File: src/rtl/alu_pkg.sv
package alu_pkg;

   localparam int OP_W = 5;

   typedef enum logic [OP_W-1:0] {
      OP_ADD     = 5'd0,
      OP_ADDC    = 5'd1,
      OP_SUB     = 5'd2,
      OP_SUBB    = 5'd3,
      OP_ADDK    = 5'd4,
      OP_KSUB    = 5'd5,
      OP_AND     = 5'd6,
      OP_OR      = 5'd7,
      OP_XOR     = 5'd8,
      OP_ANDK    = 5'd9,
      OP_ORK     = 5'd10,
      OP_XORK    = 5'd11,
      OP_NOT     = 5'd12,
      OP_INC     = 5'd13,
      OP_DEC     = 5'd14,
      OP_PASS_F  = 5'd15,
      OP_CLR_F   = 5'd16,
      OP_CLR_W   = 5'd17,
      OP_STORE_W = 5'd18,
      OP_LOAD_K  = 5'd19,
      OP_SRA     = 5'd20,
      OP_SLL     = 5'd21,
      OP_SRL     = 5'd22,
      OP_ROL     = 5'd23,
      OP_ROR     = 5'd24,
      OP_SWAP    = 5'd25
   } alu_op_e;

   typedef enum logic [2:0] {
      U_ADDER, U_LOGIC, U_SHIFT, U_ZERO, U_PASS_W, U_PASS_K
   } unit_e;

   typedef enum logic [1:0] { B_W, B_NOT_W, B_ZERO, B_ONES } bsel_e;
   typedef enum logic [1:0] { CI_ZERO, CI_ONE, CI_FLAG }      cisel_e;
   typedef enum logic [1:0] { D_FIELD, D_W, D_F }             dsel_e;

   typedef struct packed {
      unit_e  unit;
      logic   a_lit;
      bsel_e  bsel;
      cisel_e cisel;
      dsel_e  dsel;
      logic   we_c;
      logic   we_dc;
      logic   we_z;
   } ctl_t;

   function automatic ctl_t decode_op(input logic [OP_W-1:0] code);
      ctl_t c;
      c = '{unit: U_ZERO, a_lit: 1'b0, bsel: B_W, cisel: CI_ZERO,
            dsel: D_W, we_c: 1'b0, we_dc: 1'b0, we_z: 1'b0};
      case (code)
         OP_ADD, OP_ADDC, OP_SUB, OP_SUBB: begin
            c.unit  = U_ADDER;
            c.dsel  = D_FIELD;
            c.bsel  = (code == OP_ADD || code == OP_ADDC) ? B_W : B_NOT_W;
            c.cisel = (code == OP_ADD) ? CI_ZERO :
                      (code == OP_SUB) ? CI_ONE  : CI_FLAG;
            c.we_c = 1'b1; c.we_dc = 1'b1; c.we_z = 1'b1;
         end
         OP_ADDK, OP_KSUB: begin
            c.unit  = U_ADDER;
            c.a_lit = 1'b1;
            c.bsel  = (code == OP_ADDK) ? B_W : B_NOT_W;
            c.cisel = (code == OP_ADDK) ? CI_ZERO : CI_ONE;
            c.we_c = 1'b1; c.we_dc = 1'b1; c.we_z = 1'b1;
         end
         OP_AND, OP_OR, OP_XOR, OP_NOT, OP_PASS_F: begin
            c.unit = U_LOGIC;
            c.dsel = D_FIELD;
            c.we_z = 1'b1;
         end
         OP_ANDK, OP_ORK, OP_XORK: begin
            c.unit  = U_LOGIC;
            c.a_lit = 1'b1;
            c.we_z  = 1'b1;
         end
         OP_INC, OP_DEC: begin
            c.unit  = U_ADDER;
            c.dsel  = D_FIELD;
            c.bsel  = (code == OP_INC) ? B_ZERO : B_ONES;
            c.cisel = (code == OP_INC) ? CI_ONE : CI_ZERO;
            c.we_z  = 1'b1;
         end
         OP_CLR_F: begin c.dsel = D_F; c.we_z = 1'b1; end
         OP_CLR_W: begin c.dsel = D_W; c.we_z = 1'b1; end
         OP_STORE_W: begin c.unit = U_PASS_W; c.dsel = D_F; end
         OP_LOAD_K:  begin c.unit = U_PASS_K; c.dsel = D_W; end
         OP_SRA, OP_SLL, OP_SRL: begin
            c.unit = U_SHIFT;
            c.dsel = D_FIELD;
            c.we_c = 1'b1; c.we_z = 1'b1;
         end
         OP_ROL, OP_ROR: begin
            c.unit = U_SHIFT;
            c.dsel = D_FIELD;
            c.we_c = 1'b1;
         end
         OP_SWAP: begin c.unit = U_LOGIC; c.dsel = D_FIELD; end
         default: ;
      endcase
      return c;
   endfunction

endpackage

File: src/rtl/alu_addsub.sv
module alu_addsub
   import alu_pkg::*;
#(
   parameter int DATA_W      = 8,
   parameter int ADDER_STYLE = 0
) (
   input  logic [DATA_W-1:0] a_in,
   input  logic [DATA_W-1:0] w_in,
   input  bsel_e             bsel,
   input  cisel_e            cisel,
   input  logic              c_flag,
   output logic [DATA_W-1:0] sum,
   output logic              c_out,
   output logic              hc_out
);
   localparam int NIB_W = DATA_W / 2;

   logic [DATA_W-1:0] b_opnd;
   logic              cin;

   always_comb begin
      case (bsel)
         B_W:     b_opnd = w_in;
         B_NOT_W: b_opnd = ~w_in;
         B_ONES:  b_opnd = '1;
         default: b_opnd = '0;
      endcase
      case (cisel)
         CI_ONE:  cin = 1'b1;
         CI_FLAG: cin = c_flag;
         default: cin = 1'b0;
      endcase
   end

   generate
      if (ADDER_STYLE == 0) begin : g_ripple
         logic [DATA_W:0] carry;
         assign carry[0] = cin;
         for (genvar i = 0; i < DATA_W; i++) begin : g_bit
            assign sum[i]     = a_in[i] ^ b_opnd[i] ^ carry[i];
            assign carry[i+1] = (a_in[i] & b_opnd[i]) |
                                (carry[i] & (a_in[i] ^ b_opnd[i]));
         end
         assign c_out  = carry[DATA_W];
         assign hc_out = carry[NIB_W];

         // the bit chain must agree with a word-wide addition
         logic [DATA_W:0] ref_sum;
         always_comb begin
            ref_sum = {1'b0, a_in} + {1'b0, b_opnd} + {{DATA_W{1'b0}}, cin};
            p_chain_matches_r1: assert ({c_out, sum} == ref_sum)
               else $error("ripple chain disagrees with word sum");
         end
      end else begin : g_behav
         logic [DATA_W:0] full;
         logic [NIB_W:0]  low;
         assign full   = {1'b0, a_in} + {1'b0, b_opnd} + {{DATA_W{1'b0}}, cin};
         assign low    = {1'b0, a_in[NIB_W-1:0]} + {1'b0, b_opnd[NIB_W-1:0]}
                         + {{NIB_W{1'b0}}, cin};
         assign sum    = full[DATA_W-1:0];
         assign c_out  = full[DATA_W];
         assign hc_out = low[NIB_W];
      end
   endgenerate

endmodule

File: src/rtl/alu_logic.sv
module alu_logic
   import alu_pkg::*;
#(
   parameter int DATA_W = 8
) (
   input  logic [DATA_W-1:0] a_in,
   input  logic [DATA_W-1:0] w_in,
   input  logic [OP_W-1:0]   code,
   output logic [DATA_W-1:0] res
);
   localparam int NIB_W = DATA_W / 2;

   always_comb begin
      case (code)
         OP_AND, OP_ANDK: res = a_in & w_in;
         OP_OR,  OP_ORK:  res = a_in | w_in;
         OP_XOR, OP_XORK: res = a_in ^ w_in;
         OP_NOT:          res = ~a_in;
         OP_SWAP:         res = {a_in[NIB_W-1:0], a_in[DATA_W-1:NIB_W]};
         default:         res = a_in;
      endcase
   end

   // complement flips every bit of its operand
   always_comb begin
      if (code == OP_NOT) begin
         p_not_flips_all_r5: assert ((res ^ a_in) == {DATA_W{1'b1}})
            else $error("complement left a bit unflipped");
      end
   end

   // a nibble swap keeps the number of set bits
   always_comb begin
      if (code == OP_SWAP) begin
         p_swap_keeps_bits_r10: assert ($countones(res) == $countones(a_in))
            else $error("nibble swap changed bit count");
      end
   end

endmodule

File: src/rtl/alu_shift.sv
module alu_shift
   import alu_pkg::*;
#(
   parameter int DATA_W = 8
) (
   input  logic [DATA_W-1:0] f_in,
   input  logic              c_flag,
   input  logic [OP_W-1:0]   code,
   output logic [DATA_W-1:0] res,
   output logic              c_out
);
   always_comb begin
      case (code)
         OP_SRA: begin
            res   = {f_in[DATA_W-1], f_in[DATA_W-1:1]};
            c_out = f_in[0];
         end
         OP_SLL: begin
            res   = {f_in[DATA_W-2:0], 1'b0};
            c_out = f_in[DATA_W-1];
         end
         OP_SRL: begin
            res   = {1'b0, f_in[DATA_W-1:1]};
            c_out = f_in[0];
         end
         OP_ROL: begin
            res   = {f_in[DATA_W-2:0], c_flag};
            c_out = f_in[DATA_W-1];
         end
         OP_ROR: begin
            res   = {c_flag, f_in[DATA_W-1:1]};
            c_out = f_in[0];
         end
         default: begin
            res   = f_in;
            c_out = c_flag;
         end
      endcase
   end

   // a rotate through carry neither creates nor loses a set bit
   always_comb begin
      if (code == OP_ROL || code == OP_ROR) begin
         p_rotate_conserves_r9: assert ($countones({c_out, res}) ==
                                        $countones({c_flag, f_in}))
            else $error("rotate through carry changed bit count");
      end
   end

   // the logical left shift drops bit 7 into carry and zero-fills
   always_comb begin
      if (code == OP_SLL) begin
         p_sll_shape_r8: assert ({c_out, res} == {f_in, 1'b0})
            else $error("left shift produced wrong shape");
      end
   end

endmodule

File: src/rtl/byte_alu_core.sv
module byte_alu_core
   import alu_pkg::*;
#(
   parameter int DATA_W      = 8,
   parameter int ADDER_STYLE = 0
) (
   input  logic [DATA_W-1:0] w_in,
   input  logic [DATA_W-1:0] f_in,
   input  logic [DATA_W-1:0] lit_in,
   input  logic [4:0]        op_sel,
   input  logic              dst_bit,
   input  logic              c_in,
   output logic [DATA_W-1:0] result,
   output logic              dest_f,
   output logic              c_out,
   output logic              dc_out,
   output logic              z_out,
   output logic              c_we,
   output logic              dc_we,
   output logic              z_we
);
   localparam int NIB_W = DATA_W / 2;

   generate
      if (DATA_W < 4 || (DATA_W % 2) != 0) begin : g_bad_width
         $error("DATA_W must be even and at least 4");
      end
      if (ADDER_STYLE != 0 && ADDER_STYLE != 1) begin : g_bad_style
         $error("ADDER_STYLE must be 0 (ripple) or 1 (behavioural)");
      end
   endgenerate

   ctl_t              ctl;
   logic [DATA_W-1:0] a_opnd;
   logic [DATA_W-1:0] add_res, log_res, sh_res;
   logic              add_c, add_hc, sh_c;

   assign ctl    = decode_op(op_sel);
   assign a_opnd = ctl.a_lit ? lit_in : f_in;

   alu_addsub #(.DATA_W(DATA_W), .ADDER_STYLE(ADDER_STYLE)) u_addsub (
      .a_in   (a_opnd),
      .w_in   (w_in),
      .bsel   (ctl.bsel),
      .cisel  (ctl.cisel),
      .c_flag (c_in),
      .sum    (add_res),
      .c_out  (add_c),
      .hc_out (add_hc)
   );

   alu_logic #(.DATA_W(DATA_W)) u_logic (
      .a_in (a_opnd),
      .w_in (w_in),
      .code (op_sel),
      .res  (log_res)
   );

   alu_shift #(.DATA_W(DATA_W)) u_shift (
      .f_in   (f_in),
      .c_flag (c_in),
      .code   (op_sel),
      .res    (sh_res),
      .c_out  (sh_c)
   );

   always_comb begin
      case (ctl.unit)
         U_ADDER:  result = add_res;
         U_LOGIC:  result = log_res;
         U_SHIFT:  result = sh_res;
         U_PASS_W: result = w_in;
         U_PASS_K: result = lit_in;
         default:  result = '0;
      endcase
      case (ctl.dsel)
         D_FIELD: dest_f = dst_bit;
         D_F:     dest_f = 1'b1;
         default: dest_f = 1'b0;
      endcase
      c_we   = ctl.we_c;
      dc_we  = ctl.we_dc;
      z_we   = ctl.we_z;
      c_out  = ctl.we_c  & ((ctl.unit == U_SHIFT) ? sh_c : add_c);
      dc_out = ctl.we_dc & add_hc;
      z_out  = ctl.we_z  & ~|result;
   end

   // undefined codes produce nothing and touch no flag
   always_comb begin
      if (op_sel > 5'd25) begin
         p_undef_quiet_r12: assert (result == '0 && !c_we && !dc_we && !z_we
                                    && !dest_f)
            else $error("undefined code had an effect");
      end
   end

   // literal-form operations always return to W
   always_comb begin
      if (op_sel inside {OP_ADDK, OP_KSUB, OP_ANDK, OP_ORK, OP_XORK,
                         OP_LOAD_K, OP_CLR_W}) begin
         p_literal_to_w_r11: assert (!dest_f)
            else $error("literal-form result sent to f");
      end
   end

   // swap sets no flag enable and places f's low nibble on top
   always_comb begin
      if (op_sel == OP_SWAP) begin
         p_swap_silent_r10: assert (!c_we && !dc_we && !z_we &&
                                    result[DATA_W-1:NIB_W] == f_in[NIB_W-1:0])
            else $error("nibble swap wrong or touched a flag");
      end
   end

   // a clear always reports zero
   always_comb begin
      if (op_sel == OP_CLR_F || op_sel == OP_CLR_W) begin
         p_clear_sets_z_r6: assert (z_we && z_out && !c_we && !dc_we)
            else $error("clear did not report zero correctly");
      end
   end

endmodule

File: config.mk
export PLATFORM = sky130hd
export DESIGN_NAME = byte_alu_core
export DESIGN_NICKNAME = d
export VERILOG_FILES = /design/src/rtl/alu_pkg.sv /design/src/rtl/alu_addsub.sv /design/src/rtl/alu_logic.sv /design/src/rtl/alu_shift.sv /design/src/rtl/byte_alu_core.sv
export SDC_FILE = /design/constraint.sdc
export NUM_CORES = 1
export LEC_CHECK = 0
export ABC_AREA = 1
export BUFFER_PORTS_ARGS = -buffer_cell sky130_fd_sc_hd__buf_2
export CORE_ASPECT_RATIO = 0.6
export CORE_UTILIZATION = 45
export DETAILED_ROUTE_END_ITERATION = 16
export GPL_ROUTABILITY_DRIVEN = 0
export GPL_TIMING_DRIVEN = 0
export PLACE_DENSITY = 0.68
export SLEW_MARGIN = 20
export SYNTH_ARGS = -nofsm -noshare
export SYNTH_HDL_FRONTEND = slang
export SYNTH_SLANG_ARGS = --single-unit
File: constraint.sdc
create_clock -name vclk -period 10.8
set_clock_uncertainty 0.2 [all_clocks]
set_input_delay 2.7 -clock vclk [all_inputs]
set_output_delay 2.7 -clock vclk [all_outputs]
set_load 0.02 [all_outputs]
==> run metrics, run 1 <==
Worst Setup Path Type=in -> out; Seq Cell Count=0; CP peak stage delay=0.46 ns; Post-Syn Instances=353; row count=18; crit path time final=10.46 ns; Total Routed Length=7059 um; CP arrival=7.56 ns; final hold violations=0; post-synthesis sequential area ratio=0; synthesis-to-layout area growth=16.03%; area of the multi-input gates=1762 um2; crit path from=op_sel[4]; Non-Filler Instances=459; Reg area=0 um2; first-pass GRT wire length=10780 um; Antenna Nets Post-Route=0; pwr/cell area=53.25 nW/um2; sum of negative setup slack=0 ns; Slowest-stage cell, CP=fa_1; Yosys cell types=32; Placed Instances=456; Req. time, crit path=7.90 ns; die area=4791 um2; Via-to-Cell Ratio=5.462; VDD IR max=0.02796 mV; die width=88.70 um; grt met2 use=0.4269; Syn Area/Cell=5.749 um2; synthesized cell area=2029 um2; DR iter-0 viols=302; max_cap viols=0; Crit path max-delay family=adder cells; drt first pass iters=5; num ports=46; max-slew violation count=0; final-layout clock buffer total=0; min-delay src=dst_bit; FILL cells=451; slew at the pin closest to its max-slew limit=0.5324 ns; Post-route DRC=0; Die Y=54.02 um; global-route met1 utilization=0.4725; Util after Layout=0.5591; Most Frequent Cell on Critical Path=fa_1; Worst setup EP type=output pin; Final HPWL DP=5809 um; initial antenna violation count=0; Tcrit/Tclk final=0.9684; vias in the first global route=2103; Post-Syn Nets=410; RSZ-0062 raised after global routing=false; GRT Util Overall=0.3032; Initial Util=0.4819; Leakage=1.296 nW; Core Box Area=4212 um2; met3 usage=0.06902; pin count of the biggest net entering global routing=11; Max Fclk=0.09562 GHz; antenna cells=0; # setup viols final=0; status=complete, no violations; global routing's busiest layer=met1; Layout Nets=458; slew margin rel.=0.6451; CP Launch Type=input pin; worst path bufs/invs=5; share of layout cells above drive strength 1=0.2581; grt ovf=0; vias=2507; Crit Path Max Fanout=10; post-cts hold buffer count=0; Hold WC Path Type=in -> out; drt wl/cell=15.38 um; IO Port Bufs=43; Yosys warnings=0
per-layer routing:
layer	part of all wire	routed length, um	vias to the layer above
met2	0.38	2668	154
met5	0	0	-
met1	0.49	3445	1122
met3	0.13	912	6
li1	-	-	1225
met4	0.0045	32	0
where the power goes:
| group | total [mW] | switching [mW] | internal (mW) |
|---|---|---|---|
| clock | 0 | 0 | 0 |
| combinational | 0.125 | 0.0824 | 0.0430 |
| sequential | 0 | 0 | 0 |
| total | 0.125 | 0.0824 | 0.0430 |
per-stage QoR:
| stage | hold slack (ns) | total power [mW] | worst slack, ns | instance area [um2] |
|---|---|---|---|---|
| floorplan | 5.368 | 0.08449 | 0.4401 | 2029 |
| global placement | 5.554 | 0.1194 | 0.05410 | 2320 |
| detailed placement | 5.563 | 0.1214 | 0.04696 | 2320 |
| CTS | 5.561 | 0.1218 | 0.02474 | 2320 |
| global route | 5.587 | 0.1381 | 0.05681 | 2355 |
| finish | 5.559 | 0.1254 | 0.3415 | 2355 |
cell type report:
class / instances / area share
Multi-Input combinational cell: 287 / 0.7481
Timing Repair Buffer: 46 / 0.1010
Inverter: 62 / 0.09989
Tap cell: 60 / 0.03188
Buffer: 4 / 0.01913
cell usage after synthesis, drive strengths merged:
cell | number | area (um2)
nor4 | 1 | 21.27
nand3b | 1 | 7.510
nand3 | 55 | 315.3
nor2 | 66 | 334.1
ha | 18 | 225.2
nor3b | 1 | 18.77
inv | 62 | 235.2
a211oi | 2 | 15.01
buf | 4 | 45.04
a21oi | 5 | 28.78
o41ai | 1 | 8.760
o22ai | 9 | 56.30
nand2 | 95 | 376.6
fa | 8 | 160.2
o21ai | 9 | 48.80
o221ai | 2 | 17.52
o2111ai | 1 | 15.01
o211ai | 2 | 25.02
xor2 | 3 | 26.28
o32ai | 1 | 8.760
nor3 | 7 | 40.04
logic make-up after synthesis:
kind of cell | share of synthesized area
buffers and inverters | 0.1381
adders and majority gates | 0.1899
AOI/OAI and AO/OA | 0.1104
and+or+nand+nor | 0.5487
xor gates and xnor gates | 0.01295
timing repair:
action | CTS | global route
setup buffers | 0 | 3
hold endpoints to repair | 0 | 0
setup endpoints to repair | 0 | 3
gates resized for setup | 0 | 4
path summary, 6_finish.rpt:
kind     end  cells past startpoint
min   dest_f                      4
max    z_out                     26
cell usage in the layout, fill, tap and decap left out:
cell,count
nand2_2,8
nor2_1,48
inv_1,48
buf_2,43
o22ai_1,9
o41ai_1,1
nor2_8,1
nand3b_1,1
o32ai_1,1
o211ai_2,2
inv_2,13
inv_4,1
xor2_1,3
nor3_2,1
nand3_2,3
a211oi_1,2
nand3_4,2
fa_1,8
o21ai_0,8
nor3_1,6
nor3b_4,1
o221ai_1,2
a21oi_2,1
nor4_4,1
nor2_2,9
nand3_1,50
buf_4,3
buf_6,4
nand2_1,87
o21ai_2,1
ha_1,18
o2111ai_2,1
nor2_4,8
a21oi_1,4
(Power assumes the default switching activity.)
==> run 2: changes to the inputs <==
--- a/config.mk
+++ b/config.mk
@@ -5,14 +5,13 @@
 export SDC_FILE = /design/constraint.sdc
 export NUM_CORES = 1
 export LEC_CHECK = 0
-export ABC_AREA = 1
 export BUFFER_PORTS_ARGS = -buffer_cell sky130_fd_sc_hd__buf_2
 export CORE_ASPECT_RATIO = 0.6
 export CORE_UTILIZATION = 45
 export DETAILED_ROUTE_END_ITERATION = 16
 export GPL_ROUTABILITY_DRIVEN = 0
 export GPL_TIMING_DRIVEN = 0
-export PLACE_DENSITY = 0.68
+export PLACE_DENSITY = 0.69
 export SLEW_MARGIN = 20
 export SYNTH_ARGS = -nofsm -noshare
 export SYNTH_HDL_FRONTEND = slang
==> run metrics, run 2 <==
Tcrit/Tclk final=0.9958 (+0.02744); Layout Nets=408 (-11%); Pwr Total=146.1 uW (+17%); max-slew violation count=0 (unchanged); num ports=46 (unchanged); switch share=0.5823 (-0.07450); Worst Setup Path Type=in -> out; final hold violations=0 (unchanged); CP Launch Type=input pin; max_cap viols=0 (unchanged); synth top area cells=ha_1 11%, fa_1 8.1%, nand2_1 5.1%; post-cts hold buffer count=0 (unchanged); VDD IR max=0.03250 mV (+16%); post-synth top area share=0.1144 (-0.04655); drt first pass iters=7 (+2); vias=2738 (+9.2%); Yosys warnings=0 (unchanged); Critical Path End=z_out; GRT Util Overall=0.3576 (+0.05432); # setup viols final=0 (unchanged); row count=18 (unchanged); Crit Path Max Fanout=10 (unchanged); die area=4654 um2 (-2.9%); drt wl/cell=20.83 um (+35%); top cell type by total area after synthesis=ha_1; IO Port Bufs=45 (+4.7%); first-pass GRT wire length=12220 um (+13%); grt ovf=0 (unchanged); antenna cells=0 (unchanged); Placed Instances=385 (-16%); Post-synth top cells=27 x nand2_1, 20 x inv_1, 20 x o21ai_0; Seq Cell Count=0 (unchanged); Req. time, crit path=7.90 ns (about the same); Post-Syn Nets=337 (-18%); most used standard cell by instance count after synthesis=nand2_1; final-layout clock buffer total=0 (unchanged); Syn Area/Cell=7.034 um2 (+22%); initial antenna violation count=0 (unchanged); pwr/cell area=54.09 nW/um2 (+1.6%); Via-to-Cell Ratio=6.694 (+23%); Reg area=0 um2 (unchanged); crit path from=op_sel[4]; share of layout cells above drive strength 1=0.3524 (+0.09429); synthesis-to-layout area growth=37.17%; Int Pwr=61.02 uW (+42%); crit path time final=10.75 ns (+0.2963 ns); Core Box Area=4144 um2 (-1.6%); Leakage=1.205 nW (-7.0%); vias in the first global route=2211 (+5.1%); Initial Util=0.4752 (-0.006636); pin count of the biggest net entering global routing=20 (+9); Final HPWL DP=5986 um (+3.1%); Worst setup EP type=output pin; Post-route DRC=0 (unchanged); Antenna Nets Post-Route=0 (unchanged); slew at the pin closest to its max-slew limit=0.9584 ns (+0.4260 ns); Yosys cell types=56 (+75%); Hold WC Path Type=in -> out; Die Y=53.25 um (-1.4%); status=complete, no violations; Clk pwr share=0 (unchanged); die width=87.41 um (-1.5%); total net switching power=85.08 uW (+3.3%); Non-Filler Instances=409 (-11%); post-synthesis sequential area ratio=0 (unchanged); DR iter-0 viols=483 (+60%); most frequent cells in the layout=43 x buf_2, 27 x buf_4, 25 x nand2_1, 20 x o21ai_0; Comb power frac=1.000 (about the same); Util after Layout=0.6519 (+0.09275); share of total power in sequential cells=0 (unchanged); synthesized cell area=1969 um2 (-3.0%); CP arrival=7.85 ns (+0.29 ns); Max Fclk=0.09298 GHz (-2.8%); slew margin rel.=0.3611 (-0.2840); most common cell after layout, fill and taps aside=buf_2; Post-Syn Instances=280 (-21%); Total Routed Length=8518 um (+21%)
-- run 2: cell type report --
cell class,count,area [um2]
Tap cell,60,75.07
Inverter,22,91.34
Multi-Input combinational cell,238,1912
Timing Repair Buffer,71,451.7
Buffer,18,171.4
Fill cell,405,1443
-- run 2: how the worst min path moves through the flow --
stage,depth (start not counted),end,slack (ns),startpoint
2_1_floorplan,2,dest_f,5.40,dst_bit
3_3_place_gp,4,dest_f,5.57,dst_bit
3_5_place_dp,4,dest_f,5.56,dst_bit
4_1_cts,4,dest_f,5.56,dst_bit
5_1_grt,4,dest_f,5.62,dst_bit
6_report,4,dest_f,5.57,dst_bit
-- run 2: power by group through the flow --
stage / Clock (mW) / Sequential (mW) / Combinational (mW)
3_5_place_dp: 0 / 0 / 0.120
3_3_place_gp: 0 / 0 / 0.118
6_report: 0 / 0 / 0.146
5_1_grt: 0 / 0 / 0.155
2_1_floorplan: 0 / 0 / 0.0792
4_1_cts: 0 / 0 / 0.126
-- run 2: kinds of logic after synthesis --
family | Yosys count | share of synthesized area
and+or+nand+nor | 96 | 0.2795
AOI/OAI and AO/OA | 112 | 0.4117
adders and majority gates | 26 | 0.1957
muxes | 4 | 0.02097
buffers and inverters | 42 | 0.09211
-- run 2: layer usage --
layer | part of all wire | vias to the layer above | GRT usage
li1 | - | 1212 | -
met1 | 0.41 | 1236 | 0.5542
met2 | 0.40 | 244 | 0.4870
met3 | 0.16 | 46 | 0.08736
met4 | 0.028 | 0 | 0.05464
met5 | 0 | - | 0
-- run 2: stage by stage --
stage / area, um2 / hold slack [ns] / worst slack, ns / TNS [ns]
floorplan: 1979 / 5.405 / 0.004693 / 0
global placement: 2280 / 5.569 / -1.076 / -1.433
detailed placement: 2286 / 5.562 / -1.108 / -1.462
CTS: 2387 / 5.564 / 0.02404 / 0
global route: 2701 / 5.623 / -0.04004 / -0.04004
finish: 2701 / 5.566 / 0.04520 / 0
-- run 2: worst max-delay path, cell delays in order --
cell      delay [ns]
buf_4           0.14
buf_6           0.12
buf_12          0.14
buf_8           0.12
nand3b_1        0.19
buf_6           0.15
ha_4            0.24
nor2_4          0.09
fa_2            0.24
fa_2            0.24
fa_2            0.22
fa_2            0.23
inv_2           0.05
fa_2            0.34
fa_2            0.37
fa_2            0.36
fa_1            0.57
o211ai_1        0.10
a31o_2          0.24
or4_4           0.54
nor4_4          0.29
buf_4           0.18
-- run 2: what timing repair did --
item                       CTS  global route
resized for setup           31            41
setup endpoints to repair    3             1
pin swaps                    7            19
setup buffers                1            25
gates cloned                 0             1
==> run 3: changes to the inputs <==
--- a/config.mk
+++ b/config.mk
@@ -7,11 +7,13 @@
 export LEC_CHECK = 0
 export BUFFER_PORTS_ARGS = -buffer_cell sky130_fd_sc_hd__buf_2
 export CORE_ASPECT_RATIO = 0.6
+export CORE_MARGIN = 5
 export CORE_UTILIZATION = 45
 export DETAILED_ROUTE_END_ITERATION = 16
 export GPL_ROUTABILITY_DRIVEN = 0
 export GPL_TIMING_DRIVEN = 0
-export PLACE_DENSITY = 0.69
+export MAX_ROUTING_LAYER = met4
+export PLACE_DENSITY = 0.71
 export SLEW_MARGIN = 20
 export SYNTH_ARGS = -nofsm -noshare
 export SYNTH_HDL_FRONTEND = slang
==> constraint.sdc (replaced) <==
create_clock -name vclk -period 9
set_clock_uncertainty 0.2 [all_clocks]
set_input_delay 2.25 -clock vclk [all_inputs]
set_output_delay 2.25 -clock vclk [all_outputs]
set_load 0.02 [all_outputs]
==> run metrics, run 3 (synthesis results as in run 2) <==
placed cell area=2374 um2 (+3.8%); Layout Nets=405 (-0.74%); drt wl/cell=21.86 um (+5.0%); slew margin rel.=0.3806 (+0.01954); RSZ-0062 raised after global routing=true; pwr/cell area=64.23 nW/um2 (+19%); final worst slack=-0.5455 ns (-0.5907 ns); max-slew violation count=0 (unchanged); Hold Slack=4.674 ns (-0.8916 ns); GRT Util Overall=0.3153 (-0.04222); share of layout cells above drive strength 1=0.3497 (-0.002725); crit path time final=9.546 ns; final hold violations=0 (unchanged); Initial Util=0.4727 (-0.002569); row count=18 (unchanged); Die Y=61.25 um (+15%); Max Fclk=0.1048 GHz; post-cts hold buffer count=0 (unchanged); failing checks=setup timing; antenna cells=0 (unchanged); Hold WC Path Type=in -> out; die area=5843 um2 (+26%); Req. time, crit path=6.55 ns (-1.35 ns); Total Routed Length=8876 um (+4.2%); Reg area=0 um2 (unchanged); Placed Instances=385 (unchanged); dpl ws=-0.9548 ns (+0.1537 ns); Via-to-Cell Ratio=6.660 (-0.51%); slew at the pin closest to its max-slew limit=0.9214 ns (-0.03698 ns); Crit Path Max Fanout=4 (-6); Non-Filler Instances=406 (-0.73%); first-pass GRT wire length=13570 um (+11%); Util after Layout=0.6514 (about the same); vias=2704 (-1.2%); Leakage=1.205 nW (about the same); Pwr Total=174.3 uW (+19%); IO Port Bufs=45 (unchanged); synthesis-to-layout area growth=37.80%; sum of negative setup slack=-0.5616 ns (-0.5616 ns); final-layout clock buffer total=0 (unchanged); # setup viols final=2 (+2); Antenna Nets Post-Route=0 (unchanged); num ports=46 (unchanged); Post-route DRC=0 (unchanged); CP Launch Type=input pin; design area=2714 um2 (+0.46%); Tcrit/Tclk final=1.061; Worst Setup Path Type=in -> out; CP arrival=7.10 ns (-0.75 ns); Worst setup EP type=output pin; DR iter-0 viols=557 (+15%); grt ovf=0 (unchanged); VDD IR max=0.03728 mV (+15%); die width=95.41 um (+9.2%); Final HPWL DP=6159 um (+2.9%); pin count of the biggest net entering global routing=18 (-10%); most common cell after layout, fill and taps aside=buf_2; status=finished with violations; initial antenna violation count=0 (unchanged); drt first pass iters=6 (-1); max_cap viols=0 (unchanged); FILL cells=379 (-6.4%); Seq Cell Count=0 (unchanged); Core Box Area=4167 um2 (+0.54%); vias in the first global route=2483 (+12%); most frequent cells in the layout=40 x buf_2, 26 x buf_4, 25 x nand2_1, 20 x o21ai_0
run 3: path summary, 6_finish.rpt:
kind,depth (start not counted),start,slack (ns),endpoint
worst min-delay path,4,dst_bit,4.67,dest_f
worst max-delay path,23,op_sel[4],-0.55,z_out
run 3: layout make-up:
cell class,instances,area (um2),area share
repair buffers,68,435.4,0.1604
well taps,60,75.07,0.02766
inverters,22,96.34,0.03550
plain buffers,18,187.7,0.06916
multi-input cells,238,1919,0.7072
run 3: critical path: stages:
cell      delay (ns)
buf_8           0.10
buf_8           0.11
buf_12          0.12
buf_8           0.11
nand3b_1        0.22
inv_1           0.09
ha_2            0.18
a21oi_2         0.07
nor2_4          0.12
fa_2            0.23
fa_2            0.21
fa_2            0.20
fa_2            0.19
inv_2           0.06
fa_2            0.35
fa_2            0.35
fa_2            0.34
fa_1            0.50
o211ai_1        0.12
a31o_2          0.25
or4_4           0.43
nor4_4          0.29
buf_4           0.19
run 3: routing by layer:
metal	part of all wire	wire length, um	GRT usage
met5	0	0	-
met4	0.028	248	0.04858
met3	0.17	1526	0.09646
met2	0.40	3527	0.4458
met1	0.40	3574	0.4470
run 3: power breakdown:
group / total, mW / switching, mW / internal, mW
clock: 0 / 0 / 0
sequential: 0 / 0 / 0
combinational: 0.174 / 0.101 / 0.0736
total: 0.174 / 0.101 / 0.0736
run 3: timing repair:
action | in CTS | in global routing
pin swaps | 23 | 13
resized for setup | 42 | 9
setup buffers | 21 | 2
setup endpoints to repair | 3 | 2
